File: src/rtl/vec_intc_pkg.sv
package vec_intc_pkg;
  typedef enum logic [1:0] {
    WIN_NONE = 2'd0,
    WIN_RST  = 2'd1,
    WIN_SLOT = 2'd2,
    WIN_BRK  = 2'd3
  } win_e;

  localparam logic [1:0] ADDR_REQ  = 2'd0;
  localparam logic [1:0] ADDR_EN   = 2'd1;
  localparam logic [1:0] ADDR_CTRL = 2'd2;
  localparam logic [1:0] ADDR_DIS  = 2'd3;
endpackage

File: src/rtl/vec_intc_edge.sv
module vec_intc_edge #(
  parameter int W = 3
) (
  input  logic         clk,
  input  logic         rst_n,
  input  logic [W-1:0] pin,
  input  logic [W-1:0] pol,
  output logic [W-1:0] hit
);
  for (genvar i = 0; i < W; i++) begin : g_bit
    logic lvl;
    logic lvl_q;
    // active level normalised to 1; a change of pol can create a rise
    assign lvl = ~(pin[i] ^ pol[i]);
    always_ff @(posedge clk or negedge rst_n) begin
      if (!rst_n) lvl_q <= 1'b1;
      else        lvl_q <= lvl;
    end
    assign hit[i] = lvl & ~lvl_q;
  end
endmodule

File: src/rtl/vec_intc_key.sv
module vec_intc_key #(
  parameter int W = 8
) (
  input  logic         clk,
  input  logic         rst_n,
  input  logic [W-1:0] pin,
  input  logic [W-1:0] dir,
  output logic         hit
);
  logic low;
  logic low_q;
  // output-configured pins are forced high before the AND
  assign low = ~(&(pin | dir));
  always_ff @(posedge clk or negedge rst_n) begin
    if (!rst_n) low_q <= 1'b1;
    else        low_q <= low;
  end
  assign hit = low & ~low_q;
endmodule

File: src/rtl/vec_intc_flags.sv
module vec_intc_flags #(
  parameter int N = 13
) (
  input  logic         clk,
  input  logic         rst_n,
  input  logic [N-1:0] hw_set,
  input  logic         wr_req,
  input  logic         wr_en,
  input  logic [N-1:0] wdata,
  input  logic [N-1:0] ack_clr,
  output logic [N-1:0] req,
  output logic [N-1:0] en
);
  for (genvar i = 0; i < N; i++) begin : g_src
    always_ff @(posedge clk or negedge rst_n) begin
      if (!rst_n)                                 req[i] <= 1'b0;
      else if (hw_set[i])                         req[i] <= 1'b1;
      else if ((wr_req && !wdata[i]) || ack_clr[i]) req[i] <= 1'b0;
    end
    always_ff @(posedge clk or negedge rst_n) begin
      if (!rst_n)     en[i] <= 1'b0;
      else if (wr_en) en[i] <= wdata[i];
    end
  end
endmodule

File: src/rtl/vec_intc_arb.sv
module vec_intc_arb
  import vec_intc_pkg::*;
#(
  parameter int                N_SRC     = 13,
  parameter int                NSLOT     = 7,
  parameter int                VEC_W     = 16,
  parameter logic [VEC_W-1:0]  VEC_RESET = 16'hFFFC
) (
  input  logic [N_SRC-1:0] req,
  input  logic [N_SRC-1:0] en,
  input  logic [NSLOT-1:0] sel,
  input  logic             dis,
  input  logic             rst_pend,
  input  logic             brk_pend,
  output logic             valid,
  output logic [VEC_W-1:0] vec,
  output win_e             kind,
  output logic [N_SRC-1:0] clr_mask
);
  localparam int SW = (NSLOT > 1) ? $clog2(NSLOT) : 1;
  localparam logic [VEC_W-1:0] VEC_BRK = VEC_RESET - VEC_W'(2 * (NSLOT + 1));

  logic [N_SRC-1:0] pick_mask [NSLOT];
  logic [NSLOT-1:0] slot_hit;
  logic [SW-1:0]    win_slot;
  logic             found;
  logic             unused_sel;

  assign unused_sel = ^sel;

  for (genvar k = 0; k < NSLOT; k++) begin : g_slot
    if (2 * k + 1 < N_SRC) begin : g_pair
      assign pick_mask[k] = sel[k] ? (N_SRC'(1) << (2 * k + 1)) : (N_SRC'(1) << (2 * k));
    end else begin : g_single
      assign pick_mask[k] = N_SRC'(1) << (2 * k);
    end
    assign slot_hit[k] = |(pick_mask[k] & req & en);
  end

  always_comb begin
    found    = 1'b0;
    win_slot = '0;
    for (int k = NSLOT - 1; k >= 0; k--) begin
      if (slot_hit[k]) begin
        found    = 1'b1;
        win_slot = SW'(k);
      end
    end
  end

  always_comb begin
    if (rst_pend)            kind = WIN_RST;
    else if (found && !dis)  kind = WIN_SLOT;
    else if (brk_pend)       kind = WIN_BRK;
    else                     kind = WIN_NONE;
  end

  always_comb begin
    unique case (kind)
      WIN_RST:  vec = VEC_RESET;
      WIN_SLOT: vec = VEC_RESET - (VEC_W'(win_slot) << 1) - VEC_W'(2);
      WIN_BRK:  vec = VEC_BRK;
      default:  vec = '0;
    endcase
  end

  assign valid    = (kind != WIN_NONE);
  assign clr_mask = (kind == WIN_SLOT) ? pick_mask[win_slot] : '0;
endmodule

File: src/rtl/vec_intc.sv
module vec_intc
  import vec_intc_pkg::*;
#(
  parameter int               N_EXT     = 3,
  parameter int               KEY_W     = 8,
  parameter int               N_INT     = 9,
  parameter int               REG_W     = 16,
  parameter int               VEC_W     = 16,
  parameter logic [VEC_W-1:0] VEC_RESET = 16'hFFFC
) (
  input  logic             clk,
  input  logic             rst_n,
  input  logic [N_EXT-1:0] ext_pin,
  input  logic [KEY_W-1:0] key_pin,
  input  logic [KEY_W-1:0] key_dir,
  input  logic [N_INT-1:0] evt_pulse,
  input  logic             brk_pulse,
  input  logic [1:0]       reg_addr,
  input  logic             reg_wr,
  input  logic [REG_W-1:0] reg_wdata,
  output logic [REG_W-1:0] reg_rdata,
  output logic             vec_valid,
  input  logic             vec_ready,
  output logic [VEC_W-1:0] vec_data
);
  localparam int N_SRC   = N_EXT + 1 + N_INT;
  localparam int NSLOT   = (N_SRC + 1) / 2;
  localparam int SEL_LSB = REG_W / 2;

  logic [N_EXT-1:0] pol_q;
  logic [NSLOT-1:0] sel_q;
  logic             dis_q;
  logic             rst_pend_q;
  logic             brk_pend_q;
  logic [N_EXT-1:0] ext_hit;
  logic             key_hit;
  logic [N_SRC-1:0] hw_set;
  logic [N_SRC-1:0] req_q;
  logic [N_SRC-1:0] en_q;
  logic [N_SRC-1:0] clr_mask;
  logic [N_SRC-1:0] ack_clr;
  win_e             kind;
  logic             hs;
  logic             unused_wdata;

  assign unused_wdata = ^reg_wdata;

  vec_intc_edge #(.W(N_EXT)) u_edge (
    .clk(clk), .rst_n(rst_n), .pin(ext_pin), .pol(pol_q), .hit(ext_hit)
  );

  vec_intc_key #(.W(KEY_W)) u_key (
    .clk(clk), .rst_n(rst_n), .pin(key_pin), .dir(key_dir), .hit(key_hit)
  );

  assign hw_set  = {evt_pulse, key_hit, ext_hit};
  assign hs      = vec_valid & vec_ready;
  assign ack_clr = (hs && kind == WIN_SLOT) ? clr_mask : '0;

  vec_intc_flags #(.N(N_SRC)) u_flags (
    .clk(clk), .rst_n(rst_n), .hw_set(hw_set),
    .wr_req(reg_wr && reg_addr == ADDR_REQ),
    .wr_en(reg_wr && reg_addr == ADDR_EN),
    .wdata(reg_wdata[N_SRC-1:0]), .ack_clr(ack_clr),
    .req(req_q), .en(en_q)
  );

  vec_intc_arb #(
    .N_SRC(N_SRC), .NSLOT(NSLOT), .VEC_W(VEC_W), .VEC_RESET(VEC_RESET)
  ) u_arb (
    .req(req_q), .en(en_q), .sel(sel_q), .dis(dis_q),
    .rst_pend(rst_pend_q), .brk_pend(brk_pend_q),
    .valid(vec_valid), .vec(vec_data), .kind(kind), .clr_mask(clr_mask)
  );

  always_ff @(posedge clk or negedge rst_n) begin
    if (!rst_n) begin
      pol_q <= '0;
      sel_q <= '0;
    end else if (reg_wr && reg_addr == ADDR_CTRL) begin
      pol_q <= reg_wdata[N_EXT-1:0];
      sel_q <= reg_wdata[SEL_LSB +: NSLOT];
    end
  end

  always_ff @(posedge clk or negedge rst_n) begin
    if (!rst_n)                             dis_q <= 1'b1;
    else if (hs)                            dis_q <= 1'b1;
    else if (reg_wr && reg_addr == ADDR_DIS) dis_q <= reg_wdata[0];
  end

  always_ff @(posedge clk or negedge rst_n) begin
    if (!rst_n)                        rst_pend_q <= 1'b1;
    else if (hs && kind == WIN_RST)    rst_pend_q <= 1'b0;
  end

  always_ff @(posedge clk or negedge rst_n) begin
    if (!rst_n)                        brk_pend_q <= 1'b0;
    else if (brk_pulse)                brk_pend_q <= 1'b1;
    else if (hs && kind == WIN_BRK)    brk_pend_q <= 1'b0;
  end

  always_comb begin
    reg_rdata = '0;
    unique case (reg_addr)
      ADDR_REQ:  reg_rdata[N_SRC-1:0] = req_q;
      ADDR_EN:   reg_rdata[N_SRC-1:0] = en_q;
      ADDR_CTRL: begin
        reg_rdata[N_EXT-1:0]        = pol_q;
        reg_rdata[SEL_LSB +: NSLOT] = sel_q;
      end
      default:   reg_rdata[0] = dis_q;
    endcase
  end
endmodule

File: config.mk
export PLATFORM = sky130hd
export DESIGN_NAME = vec_intc
export DESIGN_NICKNAME = d
export VERILOG_FILES = /design/src/rtl/vec_intc_pkg.sv /design/src/rtl/vec_intc_edge.sv /design/src/rtl/vec_intc_key.sv /design/src/rtl/vec_intc_flags.sv /design/src/rtl/vec_intc_arb.sv /design/src/rtl/vec_intc.sv
export SDC_FILE = /design/constraint.sdc
export NUM_CORES = 1
export LEC_CHECK = 0
export CAP_MARGIN = 20
export CORE_MARGIN = 4
export CORE_UTILIZATION = 45
export DETAILED_ROUTE_END_ITERATION = 8
export GPL_ROUTABILITY_DRIVEN = 0
export GPL_TIMING_DRIVEN = 0
export PLACE_DENSITY = 0.91
export SYNTH_ARGS = -nofsm -noshare
export SYNTH_HDL_FRONTEND = slang
export SYNTH_SLANG_ARGS = --single-unit
File: constraint.sdc
create_clock -name clk -period 2.6 [get_ports clk]
set_input_delay 0.39 -clock clk [delete_from_list [all_inputs] [get_ports clk]]
set_output_delay 0.39 -clock clk [all_outputs]
set_load 0.01 [all_outputs]
======== Word-level counts from Yosys, hierarchy flattened ========
Cells that the tools add are included.
word-level totals
  bits in registers ....................... 43
  output and inout port bits .............. 33
  logic and storage cells ................. 212
cells by class
  add/sub/neg operators ................... 2
  order comparisons ....................... 1
  equal/unequal tests ..................... 6
  multiplexer cells ....................... 64
  bitwise logic cells ..................... 31
  reduce and logical (&&, ||, !) cells .... 73
operator list
  kind                                                 number
  AND 13 bit                                           13
  OR reduction 13 bit                                  7
  two-way mux 13 bit                                   4
  case mux 16 bit (3 select lines)                     1
  binary-select mux 13 bit (select 3 bit)              1
  two-way mux 1 bit                                    37
  nonzero test 2 bit                                   16
  logical AND 1 bit                                    21
  two-way mux 3 bit                                    7
  subtractor 16 x 2 -> 16 bit (second input constant)  1
  case mux 5 bit (3 select lines)                      1
  zero test 1 bit                                      14
  logical OR 1 bit                                     13
  two-way mux 12 bit                                   1
  two-way mux 10 bit                                   1
  two-way mux 2 bit                                    5
  case mux 5 bit (2 select lines)                      1
  == test 2 bit (second input constant)                4
  two-way mux 8 bit                                    1
  inverter 1 bit                                       8
  bitwise OR 8 bit                                     1
  AND reduction 8 bit                                  1
  two-way mux 6 bit                                    1
  case mux 2 bit (3 select lines)                      1
  other kinds (9)                                      16

======== Longest topological paths before layout ========
Gate-level depths: netlist of run 1.
  word-level depth ........................ 20
  mapped depth ............................ 8
  gate-level depth less buffers ........... 8

======== By module ========
A second synthesis of run 1 with hierarchy kept.
second synthesis, totals
  cells, all modules ...................... 258
  area total of the unflattened synthesis .. 2,776.4 um2
by module, submodules not included
  module          times used  cells each  area an instance (um2)
  vec_intc_flags  1           80          1,101.1
  vec_intc        1           84          955.9
  vec_intc_arb    1           77          514.2
  vec_intc_edge   1           9           131.4
  vec_intc_key    1           8           73.8

======== Worst setup path before layout of run 1 ========
Ideal clock, no wire load.
  path kind ............................... flip-flop to output port
  start ................................... reg sel_q[4]
  end ..................................... out vec_data[3]
  arrival ................................. 1.828 ns
  path slack .............................. 0.382 ns
  cell stages (with the launch flop) ...... 9
  path through ............................ dfrtp_1 > and3_1 > or2_2 > nor2_4 > nand3_1 > a21boi_0 > ha_1 > nor2b_1 > mux2i_1
on the way
  longest elaborated chain between the ends .. 14
  elaborated cells between the ends (all ways) .. 23
  classes of those cells .................. 2 x add/sub; 3 x eq/ne; 14 x mux; 2 x bitwise; 2 x reduce/logical
RTL lines
  item                                                                 line                source
  start: declaration                                                   vec_intc.sv:31      logic [NSLOT-1:0] sel_q;
  start signal: assignment                                             vec_intc.sv:82      sel_q <= reg_wdata[SEL_LSB +: NSLOT];
  two-way mux 10 bit (*)                                               vec_intc_arb.sv:33  assign pick_mask[k] = sel[k] ? (N_SRC'(1) << (2 * k + 1)) : (N_SRC'(1) << (2 * k));
  AND 13 bit (*) (2 in series)                                         vec_intc_arb.sv:37  assign slot_hit[k] = |(pick_mask[k] & req & en);
  OR reduction 13 bit (*)                                              vec_intc_arb.sv:37
  branches (longest 9 deep; another with subtractor 16 x 2 -> 16 bit)  n/a
  case mux 16 bit (3 select lines) (*)                                 vec_intc_arb.sv:59  unique case (kind)
  end: declaration                                                     vec_intc.sv:24      output logic [VEC_W-1:0] vec_data
Every way passes the cells marked *.

======== Worst setup path after layout of run 1 ========
  start ................................... reg u_flags.en[2]
  end ..................................... out vec_data[3]
on the way
  longest elaborated chain between the ends .. 14
  elaborated cells between the ends (all ways) .. 37
  classes of those cells .................. 2 x add/sub; 3 x eq/ne; 17 x mux; 7 x bitwise; 8 x reduce/logical
RTL lines
  item                                                                  line                  source
  start: declaration                                                    vec_intc_flags.sv:12  output logic [N-1:0] en
  start signal: indexed assignment                                      vec_intc_flags.sv:22  else if (wr_en) en[i] <= wdata[i];
  branches (longest 13 deep; another with subtractor 16 x 2 -> 16 bit)  n/a
  case mux 16 bit (3 select lines) (*)                                  vec_intc_arb.sv:59
Marks and branches as above.

==> results of run 1 <==
[layer usage]
| metal | global-route usage | part of all wire | routed length (um) |
|---|---|---|---|
| met5 | 0 | 0 | 0 |
| met4 | 0.0731 | 0.020 | 140 |
| met3 | 0.0603 | 0.076 | 530 |
| met2 | 0.389 | 0.53 | 3650 |
| met1 | 0.250 | 0.38 | 2620 |
[layout make-up]
class / count / area [sq um] / share of cell area
repair buffers: 92 / 876 / 0.246
flip-flops and latches: 43 / 1090 / 0.305
well taps: 70 / 87.6 / 0.0246
inverters: 4 / 15.0 / 0.00422
multi-input cells: 173 / 1270 / 0.358
clock inverters: 3 / 20.0 / 0.00562
clock buffers: 5 / 68.8 / 0.0193
plain buffers: 20 / 133 / 0.0372
[cell families after synthesis]
group | after synthesis
XOR/XNOR | 3
adder cells (fa/ha/maj) | 1
multiplexers | 38
buffers and inverters | 24
AND/OR/NAND/NOR | 75
flip-flops | 43
other | 1
AO/OA/AOI/OAI | 54
[through the flow]
stage,cell area (sq um),cells
floorplan,2470,240
global placement,3330,388
detailed placement,3350,389
CTS,3550,409
global route,3560,410
finish,3560,410
[power by group]
part           total [W]  switching (W)  internal, W
registers       0.000889      0.0000983     0.000791
logic           0.000920       0.000413     0.000507
clock network   0.000434       0.000247     0.000187
total            0.00224       0.000759      0.00148
[registers in the layout (all words and copies together) (netlist names)]
name	cells
brk_pend_q	1
dis_q	1
pol_q	3
rst_pend_q	1
sel_q	7
u_edge.g_bit.lvl_q	3
u_flags.en	13
u_flags.req	13
u_key.low_q	1
[worst reg2reg max path, delay by kind of cell (launching register included)]
family	cells	cell delay (ns)
buffers and inverters	1	0.12
AND/OR/NAND/NOR	3	0.75
AO/OA/AOI/OAI	2	0.48
flip-flops	1	0.37
[cells in the mapped netlist (2+ instances only)]
cell      instances  area [sq um]
buf_4            12          90.1
a21oi_1           5          25.0
nor3_1            6          30.0
o22ai_1           4          25.0
mux2_2           24           270
nand2_1          22          82.6
o21a_1            2          15.0
mux2i_1          13           130
nand2b_1          3          18.8
nor3b_1           2          15.0
o21ai_0          19          95.1
buf_1             2          7.51
xnor2_1           3          26.3
inv_1             4          15.0
nand3b_1          3          22.5
a41oi_1           4          35.0
dfrtp_1          37           926
or2_1             3          18.8
buf_2             4          20.0
nor2_1           13          48.8
o21bai_1          6          45.0
dfstp_2           6           158
o211ai_1          4          30.0
and3b_1           2          17.5
nand3_1           6          30.0
nor2b_1           4          25.0
and2_1            3          18.8
a31oi_1           3          18.8
[repair_timing]
| action | CTS | global route |
|---|---|---|
| setup endpoints to repair | 16 | 3 |
| setup buffers | 11 | 1 |
| hold buffers | 1 | 0 |
| pin swaps | 5 | 2 |
| gates resized for setup | 32 | 5 |
| endpoints found under the hold margin | 8 | 0 |
[how the worst min path moves through the flow]
stage / to / slack, ns / cells after the start
finish: u_flags.en[5] / 0.47 / 2
global route: u_flags.en[5] / 0.46 / 2
CTS: u_flags.req[4] / 0.48 / 2
detailed placement: u_flags.req[4] / 0.26 / 1
global placement: u_edge.g_bit[0].lvl_q / 0.47 / 1
floorplan: brk_pend_q / 0.09 / 0
==> impl_metrics.toml, run 1 <==
[synthesis]
synth_compound_area_frac = 0.151
synth_top_family_by_area = "multiplexers"
synth_edf_count = 0
syn_inst = 239
yosysWarnings = 0
postSynth.asyncResetShare = 1.00
avgSynthCellArea_sq_um = 10.3
synth-xor-area-share = 0.0107
synth-main-ff-cell = "dfrtp_1"
yosys.area_share.simple = 0.160
ys_ff_latch = 43
yosysUniqueCellTypes = 48
muxShareOfSynthArea = 0.172
synth.yosys.seq_area_share = 0.440
synthAdderAreaFrac = 0.00508
synth.cell_area_sq_mm = 0.00246

[grt]
grt_pass1_wl_um = 10900
overflow = 0
antenna_found_initial = 0
grt_max_degree = 36
grt_use_total = 0.218
grt_pass1_vias = 2270

[die]
core_area_sq_mm = 0.00520
boundaryPins = 84
dieWidth_um = 82.0
num_rows = 26
start_util = 0.473
die_y_um = 82.0
dieArea_sq_mm = 0.00672

[routing]
first_pass_iters = 4
drc = 0
ant_nets = 0
wirelength_um = 6940
detail_route.iter0.violations = 167
wl_per_cell_um = 16.9
viasPerCell = 5.40
vias = 2215

[worst_setup_path]
critPathSlowestCell = "dfrtp_1"
critPathMaxFanout = 4
worstPathRequired_ns = 2.21
r2r_slack_ns = 0.72
crit_path_max_incr_delay_ns = 0.41
critPathBufInv = 2
path_delay_family = "simple AND/OR/NAND/NOR gates"
worstSetupEndpoint = "vec_data[3]"
cp.depth = 10
cp-startpoint = "u_flags.en[2]"
end_kind = "primary output"
rr_endpoint = "u_flags.req[9]"
r2r-start = "rst_pend_q"
worstSetupPathType = "flop to primary output"
worstPathCellList = "and3b_2, a31oi_4, and2b_2, buf_6, nand2_2, a21oi_2, ha_1, nor2b_1, mux2i_1, buf_2"
critPathArrivalTime_ns = 2.20
reg2reg_depth = 6
start_kind = "flop"

[cells_and_area]
drive_above_1_share = 0.259
fillers = 383
mostFrequentLayoutCells = "61 x clkdlybuf4s50_1, 34 x dfrtp_1, 24 x mux2_2"
layout.nets = 391
diodes = 0
final_common_cell = "clkdlybuf4s50_1"
fin_util = 0.684
area_delta_synth_final_pct = 44.6

[timing]
hold_viol_final = 0
worst_hold_slack_ns = 0.466
tns_ns = 0
fin_crit_ns = 2.59
drv_slew = 0
worst_pin_slew_ns = 0.653
finalWorstSetupSlack_ns = 0.00752
finClkSkew_ns = 0.0104
relSlewSlack = 0.565
clock.fmax_mhz = 386
final.period_utilization = 0.997
rsz0062_at_grt = "true"
setup-violations-final = 0

[clock_tree]
cts_buffer_depth = 2
clock_sinks = 43
cts_tree = "built"
clk_pin_slew_worst_paths_ns = 0.09
htree_num_levels = 2
root_buffer = "clkbuf_8"
cts_buffers = 5
insertion_delay_ns = 0.31

[pwr]
p_per_area_mw_per_mm2 = 630
power_w = 0.00224
power.leakage_nw = 1.49
vdd_ir_drop_max_mv = 0.367

[placed_design]
hpwlAfterDp_um = 4920
io_buffers = 78
place_ws_ns = -0.286

[run]
cap_violations = 0

[hold_path]
hold_class = "input port to asynchronous set/reset pin"

[run_status]
outcome = "finished clean"
(Power assumes the default switching activity.)
==> inputs of run 2 (changes only) <==
CORE_UTILIZATION = 40   (was 45)
PLACE_DENSITY = 0.84   (was 0.91)
==> impl_metrics.toml, run 2 (synthesis gave the netlist of run 1 again) <==
[clock_tree]
cts_buffers = 5
insertion_delay_ns = 0.30
cts_tree = "built"
clock_sinks = 43
cts_buffer_depth = 2
htree_num_levels = 2
root_buffer = "clkbuf_8"
clk_pin_slew_worst_paths_ns = 0.09

[timing]
hold_viol_final = 0
clock.fmax_mhz = 385
finClkSkew_ns = 0.0104
worst_pin_slew_ns = 0.591
setup-violations-final = 1
finalWorstSetupSlack_ns = -0.000279
rsz0062_at_grt = "true"
final.period_utilization = 1.00
drv_slew = 0
relSlewSlack = 0.606
fin_crit_ns = 2.60

[cells_and_area]
fillers = 527
top_regs = "u_flags.en x13, u_flags.req x13, sel_q x7"
area_delta_synth_final_pct = 47.6
diodes = 0
layout.nets = 393
drive_above_1_share = 0.269
mostFrequentLayoutCells = "61 x clkdlybuf4s50_1, 33 x dfrtp_1, 27 x buf_4"
fin_area_sq_mm = 0.00363
final_common_cell = "clkdlybuf4s50_1"

[grt]
antenna_found_initial = 0
grt_use_total = 0.193
grt_max_degree = 39
grt_pass1_vias = 2318
overflow = 0
grt_pass1_wl_um = 11300

[worst_setup_path]
crit_path_max_incr_delay_ns = 0.41
r2r_slack_ns = 0.79
critPathBufInv = 3
worstPathRequired_ns = 2.21
critPathArrivalTime_ns = 2.21
crit_top_cell = "buf_4"
critPathSlowestCell = "dfrtp_1"
critPathMaxFanout = 11
path_delay_family = "simple AND/OR/NAND/NOR gates"
start_kind = "flop"
worstPathCellList = "and3b_2, or2_4, nor2_4, a41o_4, buf_4, nand2_4, buf_4, dlygate4sd2_1"
end_kind = "primary output"
worstSetupPathType = "flop to primary output"

[die]
dieWidth_um = 86.5
die_y_um = 86.5
num_rows = 28
core_area_sq_mm = 0.00596
start_util = 0.413
dieArea_sq_mm = 0.00748
boundaryPins = 84

[placed_design]
place_ws_ns = -0.315
hpwlAfterDp_um = 4950
io_buffers = 78
place_area_sq_mm = 0.00336

[routing]
detail_route.iter0.violations = 104
drc = 0
viasPerCell = 5.39
ant_nets = 0
vias = 2246
first_pass_iters = 4
wirelength_um = 6920
wl_per_cell_um = 16.6

[run]
cap_violations = 0

[pwr]
vdd_ir_drop_max_mv = 0.310
power.leakage_nw = 1.52
p_per_area_mw_per_mm2 = 668

[hold_path]
hold_class = "input port to asynchronous set/reset pin"

[run_status]
violations = "setup timing"
outcome = "finished with violations"
## run 2: cell types whose count changed in the layout (fill, tap and decap cells not counted), moves of 2 or more
| cell | delta |
|---|---|
| bufinv_16 | +2 |
| and3b_2 | +2 |
| clkinvlp_4 | -2 |
| buf_4 | +4 |
| and3b_1 | -2 |
## run 2: per-stage QoR
step	util	total power [W]	hold slack [ns]	cells	TNS, ns
finish	0.610	0.00243	0.450	417	-0.000279
global route	0.610	0.00256	0.466	417	-1.14
CTS	0.605	0.00241	0.446	416	0
detailed placement	0.563	0.00172	0.241	394	-2.51
global placement	0.561	0.00169	0.470	393	-3.28
floorplan	-	0.00135	0.0944	240	0
## run 2: worst register-to-register path: cells and delay by family, from the launching register on
family / cells / cell delay, ns
AOI/OAI and AO/OA: 2 / 0.44
DFF: 1 / 0.37
buffers and inverters: 1 / 0.12
and+or+nand+nor: 3 / 0.79
## run 2: path summary, 6_finish.rpt
| kind | endpoint | depth (start not counted) | start |
|---|---|---|---|
| min in group clk | u_edge.g_bit[1].lvl_q | 1 | pol_q[1] |
| max | vec_data[15] | 8 | sel_q[4] |
| max in group asynchronous | u_edge.g_bit[0].lvl_q | 3 | rst_n |
| min reg2reg | u_edge.g_bit[1].lvl_q | 1 | pol_q[1] |
| min | u_flags.req[7] | 2 | rst_n |
| max reg2reg | u_flags.req[7] | 6 | rst_pend_q |
## run 2: layout make-up
class | instances | area (sq um) | area share
well taps | 75 | 93.8 | 0.0258
inverters | 4 | 15.0 | 0.00413
clock buffers | 6 | 72.6 | 0.0200
multi-input cells | 173 | 1280 | 0.352
repair buffers | 95 | 896 | 0.246
flip-flops and latches | 43 | 1090 | 0.299
clock inverters | 2 | 60.1 | 0.0165
plain buffers | 19 | 129 | 0.0355
## run 2: layer usage
| metal | track usage | vias to the layer above | part of all wire |
|---|---|---|---|
| li1 | - | 1051 | - |
| met1 | 0.246 | 1076 | 0.41 |
| met2 | 0.323 | 107 | 0.48 |
| met3 | 0.0418 | 12 | 0.084 |
| met4 | 0.0637 | 0 | 0.020 |
| met5 | 0 | - | 0 |
## run 2: timing repair
action	4_1_cts	5_1_grt
pin swaps	2	4
setup endpoints to repair	16	16
setup buffers	13	2
hold buffers	1	0
endpoints found under the hold margin	4	0
resized for setup	32	6
## run 2: power by group
part | switching [W] | total [W] | internal [W]
registers | 0.000108 | 0.000900 | 0.000792
clock network | 0.000231 | 0.000615 | 0.000384
logic | 0.000402 | 0.000911 | 0.000510
